--- src/rtl/pcm_stx_pkg.sv ---
// Shared definitions for the serial PCM transmitter.
// Assumes: nothing beyond IEEE 1800-2017.
package pcm_stx_pkg;

    // Framing selected by the static format input.
    typedef enum logic {
        FMT_I2S   = 1'b0,
        FMT_MSB_J = 1'b1
    } frame_fmt_e;

    // Word select level that marks the left channel for a given framing.
    function automatic logic left_ws_level(input frame_fmt_e fmt);
        return (fmt == FMT_MSB_J) ? 1'b1 : 1'b0;
    endfunction

endpackage

--- src/rtl/pcm_stx_sync.sv ---
// Multi-bit level synchroniser for asynchronous control inputs.
// Assumes: each bit is an independent slow level (bit clock, word select, mute),
// so skew between bits of one or two cycles is harmless.
module pcm_stx_sync #(
    parameter int STAGES = 2,
    parameter int WIDTH  = 3
) (
    input  logic             clk,
    input  logic             rst_n,
    input  logic [WIDTH-1:0] d_i,
    output logic [WIDTH-1:0] q_o
);

    generate
        if (STAGES == 0) begin : g_bypass
            // Pass-through when the inputs are already synchronous.
            assign q_o = d_i;
        end else begin : g_chain
            logic [WIDTH-1:0] stage_q [STAGES];

            // Shift each input through STAGES flops, cleared by reset.
            always_ff @(posedge clk) begin
                if (!rst_n) begin
                    for (int i = 0; i < STAGES; i++) stage_q[i] <= '0;
                end else begin
                    stage_q[0] <= d_i;
                    for (int i = 1; i < STAGES; i++) stage_q[i] <= stage_q[i-1];
                end
            end

            assign q_o = stage_q[STAGES-1];
        end
    endgenerate

endmodule

--- src/rtl/pcm_stx_edges.sv ---
// Bit clock falling-edge and word select transition detector.
// Assumes: synchronised inputs; word select only changes with a bit clock fall,
// so it is compared at falls only.
module pcm_stx_edges
    import pcm_stx_pkg::*;
(
    input  logic       clk,
    input  logic       rst_n,
    input  logic       sck_s,
    input  logic       ws_s,
    input  frame_fmt_e fmt,
    output logic       sck_fall,
    output logic       ws_edge,
    output logic       left_start
);

    logic sck_q;
    logic ws_q;

    // Remember the previous bit clock level every system clock.
    always_ff @(posedge clk) begin
        if (!rst_n) sck_q <= 1'b0;
        else        sck_q <= sck_s;
    end

    assign sck_fall = sck_q & ~sck_s;

    // Word select level as seen at the last bit clock fall.
    always_ff @(posedge clk) begin
        if (!rst_n)        ws_q <= 1'b0;
        else if (sck_fall) ws_q <= ws_s;
    end

    // A transition on a fall opens a new half-frame.
    always_comb begin
        ws_edge    = sck_fall && (ws_s != ws_q);
        left_start = ws_edge && (ws_s == left_ws_level(fmt));
    end

endmodule

--- src/rtl/pcm_stx_latch.sv ---
// Frame sample latch: captures the stereo pair at the left-channel start.
// Assumes: the filter holds left_i/right_i valid around the left word select edge.
module pcm_stx_latch #(
    parameter int WORD_W = 20
) (
    input  logic              clk,
    input  logic              rst_n,
    input  logic              left_start,
    input  logic [WORD_W-1:0] left_i,
    input  logic [WORD_W-1:0] right_i,
    output logic [WORD_W-1:0] load_word
);

    logic [WORD_W-1:0] right_hold;

    // Keep the right word of the pair until its half-frame begins.
    always_ff @(posedge clk) begin
        if (!rst_n)          right_hold <= '0;
        else if (left_start) right_hold <= right_i;
    end

    // Left is used straight away, right comes from the hold register.
    always_comb begin
        load_word = left_start ? left_i : right_hold;
    end

endmodule

--- src/rtl/pcm_stx_shift.sv ---
// Output shift register with format-dependent load and mute gating.
// Assumes: sck_fall and ws_edge are single-cycle strobes from the edge detector.
module pcm_stx_shift
    import pcm_stx_pkg::*;
#(
    parameter int WORD_W = 20
) (
    input  logic              clk,
    input  logic              rst_n,
    input  logic              sck_fall,
    input  logic              ws_edge,
    input  frame_fmt_e        fmt,
    input  logic              mute_s,
    input  logic [WORD_W-1:0] load_word,
    output logic              sd_o
);

    logic [WORD_W-1:0] shreg_q, shreg_n;
    logic              bit_q, bit_n;
    logic              sd_q;

    // Next shift state and data bit; zeros fill in behind the LSB.
    always_comb begin
        shreg_n = shreg_q;
        bit_n   = bit_q;
        if (sck_fall) begin
            if (ws_edge && fmt == FMT_MSB_J) begin
                bit_n   = load_word[WORD_W-1];
                shreg_n = {load_word[WORD_W-2:0], 1'b0};
            end else if (ws_edge) begin
                bit_n   = shreg_q[WORD_W-1];
                shreg_n = load_word;
            end else begin
                bit_n   = shreg_q[WORD_W-1];
                shreg_n = {shreg_q[WORD_W-2:0], 1'b0};
            end
        end
    end

    // Register shift state and the current unmuted bit.
    always_ff @(posedge clk) begin
        if (!rst_n) begin
            shreg_q <= '0;
            bit_q   <= 1'b0;
        end else begin
            shreg_q <= shreg_n;
            bit_q   <= bit_n;
        end
    end

    // Registered output, forced low by mute.
    always_ff @(posedge clk) begin
        if (!rst_n) sd_q <= 1'b0;
        else        sd_q <= bit_n & ~mute_s;
    end

    assign sd_o = sd_q;

endmodule

--- src/rtl/pcm_serial_tx.sv ---
// Slave serial PCM transmitter (I2S / MSB-justified), top level.
// Assumes: clk at least ~6x the bit clock; bit clock <= 128x word select rate;
// word select changes on bit clock falls; 50% word select duty in MSB-justified mode.
module pcm_serial_tx
    import pcm_stx_pkg::*;
#(
    parameter int WORD_W      = 20,
    parameter int SYNC_STAGES = 2
) (
    input  logic              clk,
    input  logic              rst_n,
    input  logic              sck_i,
    input  logic              ws_i,
    input  logic              fmt_i,
    input  logic              mute_i,
    input  logic [WORD_W-1:0] left_i,
    input  logic [WORD_W-1:0] right_i,
    output logic              sd_o
);

    localparam int N_CTRL = 3;

    logic [N_CTRL-1:0] ctrl_raw, ctrl_s;
    logic              sck_s, ws_s, mute_s;
    logic              sck_fall, ws_edge, left_start;
    logic [WORD_W-1:0] load_word;
    frame_fmt_e        fmt;

    assign ctrl_raw = {mute_i, ws_i, sck_i};
    assign sck_s    = ctrl_s[0];
    assign ws_s     = ctrl_s[1];
    assign mute_s   = ctrl_s[2];
    assign fmt      = frame_fmt_e'(fmt_i);

    pcm_stx_sync #(.STAGES(SYNC_STAGES), .WIDTH(N_CTRL)) sync_i (
        .clk(clk), .rst_n(rst_n), .d_i(ctrl_raw), .q_o(ctrl_s)
    );

    pcm_stx_edges edges_i (
        .clk(clk), .rst_n(rst_n), .sck_s(sck_s), .ws_s(ws_s), .fmt(fmt),
        .sck_fall(sck_fall), .ws_edge(ws_edge), .left_start(left_start)
    );

    pcm_stx_latch #(.WORD_W(WORD_W)) latch_i (
        .clk(clk), .rst_n(rst_n), .left_start(left_start),
        .left_i(left_i), .right_i(right_i), .load_word(load_word)
    );

    pcm_stx_shift #(.WORD_W(WORD_W)) shift_i (
        .clk(clk), .rst_n(rst_n), .sck_fall(sck_fall), .ws_edge(ws_edge),
        .fmt(fmt), .mute_s(mute_s), .load_word(load_word), .sd_o(sd_o)
    );

endmodule

--- config.mk ---
export PLATFORM = sky130hd
export DESIGN_NAME = pcm_serial_tx
export DESIGN_NICKNAME = d
export VERILOG_FILES = /design/src/rtl/pcm_stx_pkg.sv /design/src/rtl/pcm_stx_sync.sv /design/src/rtl/pcm_stx_edges.sv /design/src/rtl/pcm_stx_latch.sv /design/src/rtl/pcm_stx_shift.sv /design/src/rtl/pcm_serial_tx.sv
export SDC_FILE = /design/constraint.sdc
export NUM_CORES = 1
export LEC_CHECK = 0
export ABC_AREA = 1
export BUFFER_PORTS_ARGS = -buffer_cell sky130_fd_sc_hd__buf_2
export CORE_MARGIN = 4
export CORE_UTILIZATION = 54
export CTS_CLUSTER_DIAMETER = 200
export CTS_CLUSTER_SIZE = 30
export DETAILED_ROUTE_END_ITERATION = 16
export PLACE_DENSITY = 0.85
export SETUP_SLACK_MARGIN = 0.1
export SLEW_MARGIN = 10
export SYNTH_ARGS = -nofsm -noshare
export SYNTH_HDL_FRONTEND = slang
export SYNTH_SLANG_ARGS = --single-unit
--- constraint.sdc ---
create_clock -name clk -period 1.65 [get_ports clk]
set_clock_uncertainty 0.1 [all_clocks]
set_input_delay 0.33 -clock clk [delete_from_list [all_inputs] [get_ports clk]]
set_output_delay 0.33 -clock clk [all_outputs]
set_load 0.01 [all_outputs]
Yosys cells after proc, flatten, opt, wreduce, memory -nomap -nowiden. Memories as Yosys holds them, arrays and structs flattened. Index checks and enable logic that the tools add are counted.

Output and inout bits: 1. Memories kept: 1. Register bits: 44. Memory bits (writable): 6. Input bits: 46.

Memories: sync_i.g_chain.stage_q (words 2, bits a word 3, read ports 2, clocked after Yosys merged registers in 0, wr ports 2, line pcm_stx_sync.sv:19) `logic [WIDTH-1:0] stage_q [STAGES];`.

Equality and inequality tests: 2. Reduce and logical (&&, ||, !) cells: 3. Bitwise operators: 6. Mux-type cells: 10.

Operators by type and width (number): $mux 20 (3); $mux 3 (2); $mux 1 (5); $logic_and 1x1->1 (3); $and 1x1->1 (2); $not 1->1 (2); $or 1x1->1 (2); $eq 1x1->1 (1); $ne 1x1->1 (1).

Depth between registers and ports, before layout. Gate-level depths: netlist of run 1.

Depth after elaboration: 8. Depth in mapped cells: 11.

Cells and area by module. Synthesis of run 1 repeated with hierarchy kept, for this count alone.

Cells, all modules: 401. Area, all modules: 2802.7 µm².

Modules (own cells, without submodules): pcm_stx_shift (times used 1, sequential area each 440.4 µm², area each 1363.8 µm², cells each 230); pcm_stx_latch (times used 1, sequential area each 400.4 µm², area each 1124.8 µm², cells each 131); pcm_stx_sync (times used 1, sequential area each 120.1 µm², area each 187.7 µm², cells each 21); pcm_stx_edges (times used 1, sequential area each 40.0 µm², area each 126.4 µm², cells each 19).

Worst setup path after synthesis of run 1. No wires, ideal clock.

Kind: reg2reg. Start: memory sync_i.g_chain.stage_q[1][1], in the netlist sync_i.g_chain.stage_q[0][4]. End: register shift_i.shreg_q[17]. Path slack: 0.318 ns. Data required time: 1.441 ns. Arrival time: 1.123 ns. Cell stages (with the launch flop): 11. Cell sequence: dfxtp_1 > nor2_1 > nor2_4 > nand3_2 > buf_2 > nand2_1 > nand2_1 > nand2_1 > nand3_1 > nand2_1 > inv_1.

RTL lines: from (decl) (line pcm_stx_sync.sv:19); to (signal assigned) (line pcm_stx_shift.sv:46) `shreg_q <= shreg_n;`; to (decl) (line pcm_stx_shift.sv:18) `logic [WORD_W-1:0] shreg_q, shreg_n;`.

==> results.toml, run 1 <==
[worst_setup_path]
arrival_ps = 1810
crit_path_end_kind = "register"
crit_required_ps = 1800
path_max_fanout = 19
worst-r2r-cell-count = 9
start_kind = "register"
path_class = "register to register"

[timing]
worst_slack_ps = -18.0
min_period_over_period_pct = 101
rsz0062_at_grt = "true"
slew_viol_final = 0
finalHoldViolations = 0
clock.fmax_mhz = 600
fin_hold_ws_ps = 108
maxSlewHeadroom_pct = 78.1
period_needed_ps = 1670
worstMarginPinSlew_ps = 327
finalSetupViolCount = 3

[yosys]
yosysSeqAreaShare_pct = 40.7
synth_nets = 421
ys_ff_latch = 50
ys_types = 17
synth_edf_count = 0
ys_warn_count = 0
yosys_most_used_dff = "dfxtp_1"
yosysTopAreaCell = "dfxtp_1"
synth_commonest_cells = "112 x nand2_1, 50 x dfxtp_1, 41 x nor2_1, 40 x nand3_1, 33 x inv_1"
synth.area.top_cells = "dfxtp_1 41%, nand2_1 17%, nand3_1 8.1%, nor2_1 6.3%, nand4_1 5.1%"
syn_inst = 375
synth-async-reset-ratio_pct = 0
syn_area_sq_um = 2460
yosys.area.top_type_share_pct = 40.7
yosysMostFrequentCell = "nand2_1"
syn_area_per_cell_sq_um = 6.56

[die]
start_util_pct = 56.1
core_area_sq_um = 4380
die_w_um = 75.5
die_area_sq_um = 5700
fp.dieH_um = 75.5
ios = 47
num_rows = 24

[routing]
route.detailed.drc = 0
avgRoutedWirePerCell_um = 15.8
wl_um = 7470
routed_via_density = 5.79
first_pass_iters = 5
ant_nets = 0
vias = 2741
drt_iter0_markers = 391

[clocking]
htree_levels = 2
cts_buffers = 5
clk_pin_slew_ps = 90
hold_buffers = 0
cts_root_buf = "clkbuf_8"
clk_path_buf_depth = 2
clock_latency_ps = 300
cts_tree = "done"
cts_sinks = 50

[power_and_ir_drop]
swShare_pct = 25.4
irDropWorstVdd_mv = 0.445
internal_power_mw = 1.64
p_comb_share_pct = 11.0
switching_power_mw = 0.560
seqPwrFrac_pct = 56.6
leakage_nw = 1.48
power_frac_clock_pct = 32.4
power-per-cell-area_nw_per_um2 = 684

[flow_run]
maxCapViolCount = 0

[global_route]
grt_max_degree = 41
track_usage_pct = 21.6
grt_pass1_wl_um = 9600
grt_pass1_vias = 2163
grt-ovfl-total = 0
antenna_found_initial = 0

[finish]
layout.nets = 466
antenna_cells = 0
areaGrowthSynthToFinish_pct = 30.8
design_area_sq_um = 3220
postLayoutCoreUtil_pct = 73.4
final_cell_count_no_fill = 473
layout-drive-gt1-share_pct = 33.0

[worst_hold_path]
hold_depth = 3
hold_path_class = "primary input to register"

[placement]
portBuffers = 46
placed_area_sq_um = 2730
dp_hpwl_um = 3980
gp_congestion = 0.860
dp_cells = 456

[run_status]
outcome = "finished, violations left"
violations = "negative setup slack"
-- area by class of cell --
| cell class | instances | area (sq um) |
|---|---|---|
| fill | 286 | 1170 |
| inverter | 36 | 136 |
| sequential | 50 | 1010 |
| tap | 52 | 65.1 |
| clock buffer | 6 | 72.6 |
| multi-input combinational | 262 | 1430 |
| timing repair buffer | 65 | 493 |
| clock inverter | 2 | 17.5 |
-- stage by stage --
step                      TNS (ps)  setup WS (ps)  power (mW)
after floorplan                  0            318        1.39
after global placement           0            117        1.48
after detailed placement         0           77.0        1.48
after CTS                        0           75.6        2.18
after global routing         -1560           -118        2.28
final                        -38.7          -18.0        2.20
-- per-layer routing --
metal	vias up	wire (um)	share of wire, %	GRT usage (%)
met2	194	3530	47	35.8
li1	1286	-	-	-
met5	-	0	0	0
met1	1208	2750	37	27.9
met4	0	437	5.8	7.77
met3	53	753	10	4.35
-- worst max-delay path, stage by stage (launching register included) --
cell,delay [ps]
dfxtp_1,350
nor2_4,270
buf_6,160
nand3_1,120
inv_2,120
buf_12,170
nand2_1,90
nand3_1,100
nand2_1,70
inv_1,70
-- what timing repair did --
item | CTS | global route
pin swaps | 1 | 17
setup buffers | 2 | 4
endpoints found under the setup margin | 13 | 25
endpoints found under the hold margin | 0 | 0
gates resized for setup | 2 | 91
cloned | 1 | 3
-- state kept, by name, indices dropped and copies added, names as in the netlist --
| signal | cells |
|---|---|
| edges_i.sck_q | 1 |
| edges_i.ws_q | 1 |
| latch_i.right_hold | 20 |
| shift_i.bit_q | 1 |
| shift_i.sd_o | 1 |
| shift_i.shreg_q | 20 |
| sync_i.g_chain.stage_q | 6 |
-- worst paths after layout --
path / from / to / slack, ps
setup / recovery: sync_i.g_chain.stage_q[0][3] / shift_i.shreg_q[15] / -20
hold reg to reg: sync_i.g_chain.stage_q[0][5] / shift_i.sd_o / 290
hold / removal: ws_i / sync_i.g_chain.stage_q[0][1] / 110
setup reg to reg: sync_i.g_chain.stage_q[0][3] / shift_i.shreg_q[15] / -20
-- power groups by stage --
| stage | clock network [mW] | registers (mW) | logic (mW) |
|---|---|---|---|
| after global routing | 0.768 | 1.25 | 0.264 |
| final | 0.713 | 1.25 | 0.243 |
| after CTS | 0.720 | 1.24 | 0.219 |
| after global placement | 0 | 1.27 | 0.205 |
| after floorplan | 0 | 1.27 | 0.122 |
| after detailed placement | 0 | 1.27 | 0.210 |
-- cells in the final DEF (no fill, tap or decap) --
| master | netlist | routed |
|---|---|---|
| nor2_4 | 2 | 2 |
| nand2_8 | 0 | 1 |
| inv_1 | 33 | 32 |
| nand3_2 | 1 | 5 |
| clkinv_4 | 0 | 1 |
| dfxtp_4 | 0 | 1 |
| clkbuf_1 | 7 | 1 |
| clkbuf_16 | 0 | 2 |
| clkbuf_8 | 0 | 5 |
| nor2_1 | 41 | 41 |
| o21ai_0 | 21 | 16 |
| nand2_1 | 112 | 62 |
| nand3_4 | 0 | 1 |
| a21oi_1 | 23 | 23 |
| nand3_1 | 40 | 35 |
| dfxtp_2 | 0 | 2 |
| dfxtp_1 | 50 | 47 |
| buf_4 | 6 | 7 |
| nand2_2 | 2 | 33 |
| nand2_4 | 0 | 18 |
| buf_2 | 11 | 46 |
| buf_6 | 3 | 4 |
| buf_12 | 0 | 5 |
| buf_8 | 0 | 1 |
| inv_6 | 0 | 1 |
| clkinv_2 | 0 | 1 |
| inv_2 | 2 | 3 |
| nand4_1 | 20 | 20 |
| o21ai_1 | 0 | 5 |
-- cells by family (layout without fill, tap and decap cells) --
logic type / after synthesis / count (layout) / share of synthesized area [%]
buf+inv: 63 / 109 / 12.0
simple gates: 218 / 218 / 38.4
flops: 50 / 50 / 40.7
compound gates: 44 / 44 / 8.95
Note: power is estimated with default switching activity, not from simulation.
==> run 2: changes to the inputs <==
- PLACE_DENSITY: 0.85 -> 0.84
- SYNTH_HIERARCHICAL: unset -> 1
==> run 2 against run 1 <==
The run still ends with negative setup slack left. Core utilization rose by 2.3 points. Sequential power hardly changed. Power down 0.23%. Via count is 1.7% higher.
==> results.toml, run 2 <==
[worst_setup_path]
arrival_ps = 1870
crit_buf_inv = 3
slowest_stage = "dfxtp_2"
crit_required_ps = 1790
path_class = "register to register"
path_max_fanout = 23
r2r-start = "edges_i/sck_q"
start_kind = "register"
cpPeakStageDelay_ps = 340
crit_chain = "inv_2, nor2_4, nand3_4, nor2_4, buf_8, nand2_1, nand2_4, nand3_1, nand2_1, inv_1, a21oi_1"
timing.rr.end = "shift_i/shreg_q[18]"
cp_top_family = "simple AND/OR/NAND/NOR gates"
crit_path_end_kind = "register"
regToRegSetupSlack_ps = -80
crit_cells = 11
worst-r2r-cell-count = 11

[run_status]
violations = "negative setup slack"
outcome = "finished, violations left"

[die]
die_area_sq_um = 6410
die_w_um = 80.0
start_util_pct = 57.4
core_area_sq_um = 4880
fp.dieH_um = 80.0
num_rows = 25
ios = 47

[finish]
layout_commonest_cell = "nand2_1"
postLayoutCoreUtil_pct = 75.7
final_cell_mix = "114 x nand2_1, 46 x inv_1, 46 x buf_2, 46 x dfxtp_1, 32 x buf_4"
layout.nets = 518
areaGrowthSynthToFinish_pct = 31.9
fillers = 350
layout-drive-gt1-share_pct = 42.5
antenna_cells = 0
top_regs = "latch_i/right_hold: 20 flops, shift_i/shreg_q: 20 flops, sync_i/g_chain.stage_q: 6 flops"
design_area_sq_um = 3700

[yosys]
syn_area_sq_um = 2800
ys_warn_count = 6
synth_edf_count = 0
synth.area.top_cells = "dfxtp_1 36%, nand2_1 19%, nand2_4 8.4%, inv_1 7.1%, a21oi_2 6.3%"
ys_types = 22
ys_ff_latch = 50
yosysTopAreaCell = "dfxtp_1"
syn_inst = 401
yosys.area.top_type_share_pct = 35.7
synth-async-reset-ratio_pct = 0
yosysSeqAreaShare_pct = 35.7
yosysMostFrequentCell = "nand2_1"
synth_commonest_cells = "139 x nand2_1, 53 x inv_1, 50 x dfxtp_1, 35 x nand3_1, 21 x nand2_4"
synth_nets = 447
yosys_most_used_dff = "dfxtp_1"
syn_area_per_cell_sq_um = 6.99

[timing]
maxSlewHeadroom_pct = 74.7
rsz0062_at_grt = "true"
finalSetupViolCount = 7
worstMarginPinSlew_ps = 380
min_period_over_period_pct = 105
clock.fmax_mhz = 576
finalHoldViolations = 0
slew_viol_final = 0
worst_slack_ps = -84.7
fin_hold_ws_ps = 99.8
finalSetupTns_ps = -193
period_needed_ps = 1730

[routing]
wl_um = 7400
routed_via_density = 5.16
drt_iter0_markers = 310
avgRoutedWirePerCell_um = 13.7
first_pass_iters = 5
route.detailed.drc = 0
ant_nets = 0
vias = 2787

[placement]
placed_area_sq_um = 3190
portBuffers = 46
dp_hpwl_um = 4380
gp_congestion = 0.860

[clocking]
cts_root_buf = "clkbuf_8"
clk_path_buf_depth = 2
cts_tree = "done"
clk_pin_slew_ps = 90
clock_latency_ps = 310
cts_sinks = 50
cts_buffers = 5
htree_levels = 2
hold_buffers = 0

[global_route]
track_usage_pct = 23.0
grt-ovfl-total = 0
grt_max_degree = 44
antenna_found_initial = 0
grt_pass1_vias = 2585
grt_pass1_wl_um = 11500

[power_and_ir_drop]
leakage_nw = 1.67
total_power_mw = 2.20
power-per-cell-area_nw_per_um2 = 594
irDropWorstVdd_mv = 0.728

[flow_run]
maxCapViolCount = 0

[worst_hold_path]
hold_path_class = "primary input to register"
hold_depth = 3
hold_path_end = "sync_i/g_chain.stage_q[0][2]"
hold_start = "mute_i"
run 2: kinds of logic (layout without fill, tap and decap cells):
family | count (synthesis) | in the layout | synth area share (%)
AOI/OAI and AO/OA | 60 | 60 | 13.5
xor gates and xnor gates | 1 | 1 | 0.313
buffers and inverters | 84 | 156 | 15.1
DFF | 50 | 50 | 35.7
and+or+nand+nor | 206 | 206 | 35.4
run 2: metal layers:
| metal | vias to the layer above | global-route usage, % | share of wire, % |
|---|---|---|---|
| met4 | 0 | 12.0 | 4.5 |
| met1 | 1247 | 27.1 | 39 |
| met3 | 29 | 4.40 | 6.4 |
| met5 | - | 0 | 0 |
| met2 | 145 | 39.2 | 50 |
| li1 | 1366 | - | - |
run 2: worst max-delay path by stage:
| stage | startpoint | to | slack, ps |
|---|---|---|---|
| after floorplan | sync_i/g_chain.stage_q[0][3] | shift_i/shreg_q[12] | 80 |
| after global placement | fmt_i | shift_i/shreg_q[18] | -80 |
| after detailed placement | edges_i/sck_q | shift_i/shreg_q[1] | -150 |
| after CTS | edges_i/sck_q | shift_i/shreg_q[18] | 20 |
| after global routing | edges_i/sck_q | shift_i/shreg_q[18] | -150 |
| final | edges_i/sck_q | shift_i/shreg_q[18] | -80 |
run 2: metrics by stage:
stage               setup slack (ps)  std cells
floorplan                       76.0        401
global placement               -78.3        519
detailed placement              -153        519
CTS                             17.7        536
global route                    -151        540
finish                         -84.7        540
run 2: layout make-up:
cell class | instances | area, sq um | area share (%)
Multi-Input combinational cell | 267 | 1620 | 43.8
Sequential cell | 50 | 1010 | 27.2
Timing Repair Buffer | 91 | 662 | 17.9
Inverter | 56 | 226 | 6.13
Clock buffer | 7 | 86.3 | 2.34
Tap cell | 67 | 83.8 | 2.27
Timing Repair inverter | 1 | 6.26 | 0.169
Clock inverter | 1 | 5.00 | 0.135
run 2: power breakdown:
part           internal [mW]  total [mW]  leakage [nW]  switching, mW
Sequential              1.23        1.25         0.407         0.0144
Combinational         0.0883       0.209          1.22          0.121
Clock                  0.339       0.740        0.0482          0.401
Total                   1.66        2.20          1.67          0.536
run 2: repair_timing:
item                       4_1_cts  5_1_grt
resized for setup               48       31
setup endpoints to repair       37       31
setup buffers                    7        7
pin swaps                       22        8
gates cloned                     2        0
run 2: tightest hold or removal path, delay by kind of cell:
kind / cells / cell delay [ps]
buffers and inverters: 2 / 110
and+or+nand+nor: 1 / 40
==> run 3: changes to the inputs <==
- clock period: 1.65 -> 1.95 ns (I/O delays scaled with it)
==> run 3 against run 2 <==
The run now ends clean. Power fell by 18%. Worst hold slack improved by 70 ps. Combinational power fell by 22%. Die area did not move. Worst setup slack improved by 230 ps. Non-clock buffer count fell by 26. Clock power fell by 23%. Via count fell by 6.2%. Final area fell by 11%. Critical path type unchanged.
==> results.toml, run 3 (synthesized netlist as in run 2, its figures left out) <==
[finish]
areaGrowthSynthToFinish_pct = 17.9
layout_commonest_cell = "nand2_1"
final_cell_count_no_fill = 512
final_cell_mix = "127 x nand2_1, 51 x inv_1, 47 x dfxtp_1"
antenna_cells = 0
fillers = 407
postLayoutCoreUtil_pct = 67.7
layout-drive-gt1-share_pct = 31.9
layout.nets = 491
design_area_sq_um = 3310
top_regs = "latch_i/right_hold: 20 flops, shift_i/shreg_q: 20 flops, sync_i/g_chain.stage_q: 6 flops"

[timing]
min_period_over_period_pct = 92.7
period_needed_ps = 1810
finalHoldViolations = 0
maxSlewHeadroom_pct = 73.2
clock.fmax_mhz = 553
finalSetupViolCount = 0
finalSetupTns_ps = 0
fin_hold_ws_ps = 170
rsz0062_at_grt = "true"
slew_viol_final = 0
worstMarginPinSlew_ps = 402
worst_slack_ps = 143

[power_and_ir_drop]
power-per-cell-area_nw_per_um2 = 542
irDropWorstVdd_mv = 0.492
total_power_mw = 1.79
leakage_nw = 1.56

[placement]
dp_cells = 499
dp_hpwl_um = 4110
portBuffers = 46
gp_congestion = 0.832
post-place-ws_ps = 37.4
placed_area_sq_um = 3020

[die]
start_util_pct = 57.4
ios = 47
die_w_um = 80.0
fp.dieH_um = 80.0
die_area_sq_um = 6410
num_rows = 25
core_area_sq_um = 4880

[routing]
wl_um = 6560
ant_nets = 0
routed_via_density = 5.11
first_pass_iters = 4
route.detailed.drc = 0
vias = 2615
avgRoutedWirePerCell_um = 12.8
drt_iter0_markers = 168

[worst_setup_path]
start_kind = "register"
crit_start = "edges_i/sck_q"
r2r-start = "edges_i/sck_q"
arrival_ps = 1900
path_max_fanout = 7
path_class = "register to register"
crit_path_end_kind = "register"
crit_required_ps = 2040

[global_route]
grt-ovfl-total = 0
track_usage_pct = 20.3
antenna_found_initial = 0
grt_pass1_wl_um = 10300
grt_max_degree = 44
grt_pass1_vias = 2507

[clocking]
cts_root_buf = "clkbuf_8"
cts_buffers = 5
clock_latency_ps = 310
clk_path_buf_depth = 2
htree_levels = 2
cts_tree = "done"
cts_sinks = 50
clk_pin_slew_ps = 80

[worst_hold_path]
hold_start = "mute_i"
hold_path_class = "primary input to register"

[run_status]
outcome = "finished clean"

[flow_run]
maxCapViolCount = 0
## run 3: cell count changes in the layout (fill, tap and decap cells not counted), sizes merged
| cell | previous run | this run |
|---|---|---|
| clkinv | 2 | 1 |
| clkinvlp | 1 | 0 |
| clkbuf | 7 | 9 |
| buf | 91 | 63 |
## run 3: layer usage
layer  GRT usage (%)  share of wire [%]  up-vias  wire length, um
li1                -                  -     1314                -
met1            23.0                 40     1185             2610
met2            35.8                 50       94             3310
met3            3.84                6.0       22              396
met4            11.0                3.8        0              248
met5               0                  0        -                0
## run 3: cell type report
cell class / count / area, sq um / share of cell area (%)
Inverter: 56 / 215 / 6.51
Timing Repair Buffer: 65 / 468 / 14.2
Multi-Input combinational cell: 267 / 1460 / 44.1
Sequential cell: 50 / 1000 / 30.4
Tap cell: 67 / 83.8 / 2.54
Clock buffer: 7 / 76.3 / 2.31
## run 3: path summary, 6_finish.rpt
kind	endpoint	slack (ps)	cells past startpoint
hold / removal	sync_i/g_chain.stage_q[0][2]	170	3
setup / recovery	shift_i/shreg_q[15]	140	12
setup reg to reg	shift_i/shreg_q[15]	140	12
hold reg to reg	shift_i/sd_o	290	1
## run 3: critical path: stages, from the launching register on
cell and delay [ps]:
dfxtp_2 340, inv_2 40, nor2_4 110, nand3_2 120, nor2_4 210, clkinv_4 160
buf_8 180, nand2_4 60, nand2_1 70, nand3_1 110, nand2_1 70, inv_1 70
a21oi_1 60
## run 3: power breakdown
part / switching (mW) / internal (mW) / total (mW)
combinational: 0.0931 / 0.0697 / 0.163
sequential: 0.0113 / 1.04 / 1.05
clock: 0.325 / 0.248 / 0.573
total: 0.430 / 1.36 / 1.79
## run 3: timing repair
item / CTS / global route
hold buffers: 0 / 0
endpoints found under the setup margin: 0 / 22
gates resized for setup: 0 / 37
endpoints found under the hold margin: 0 / 0
setup buffers: 0 / 4
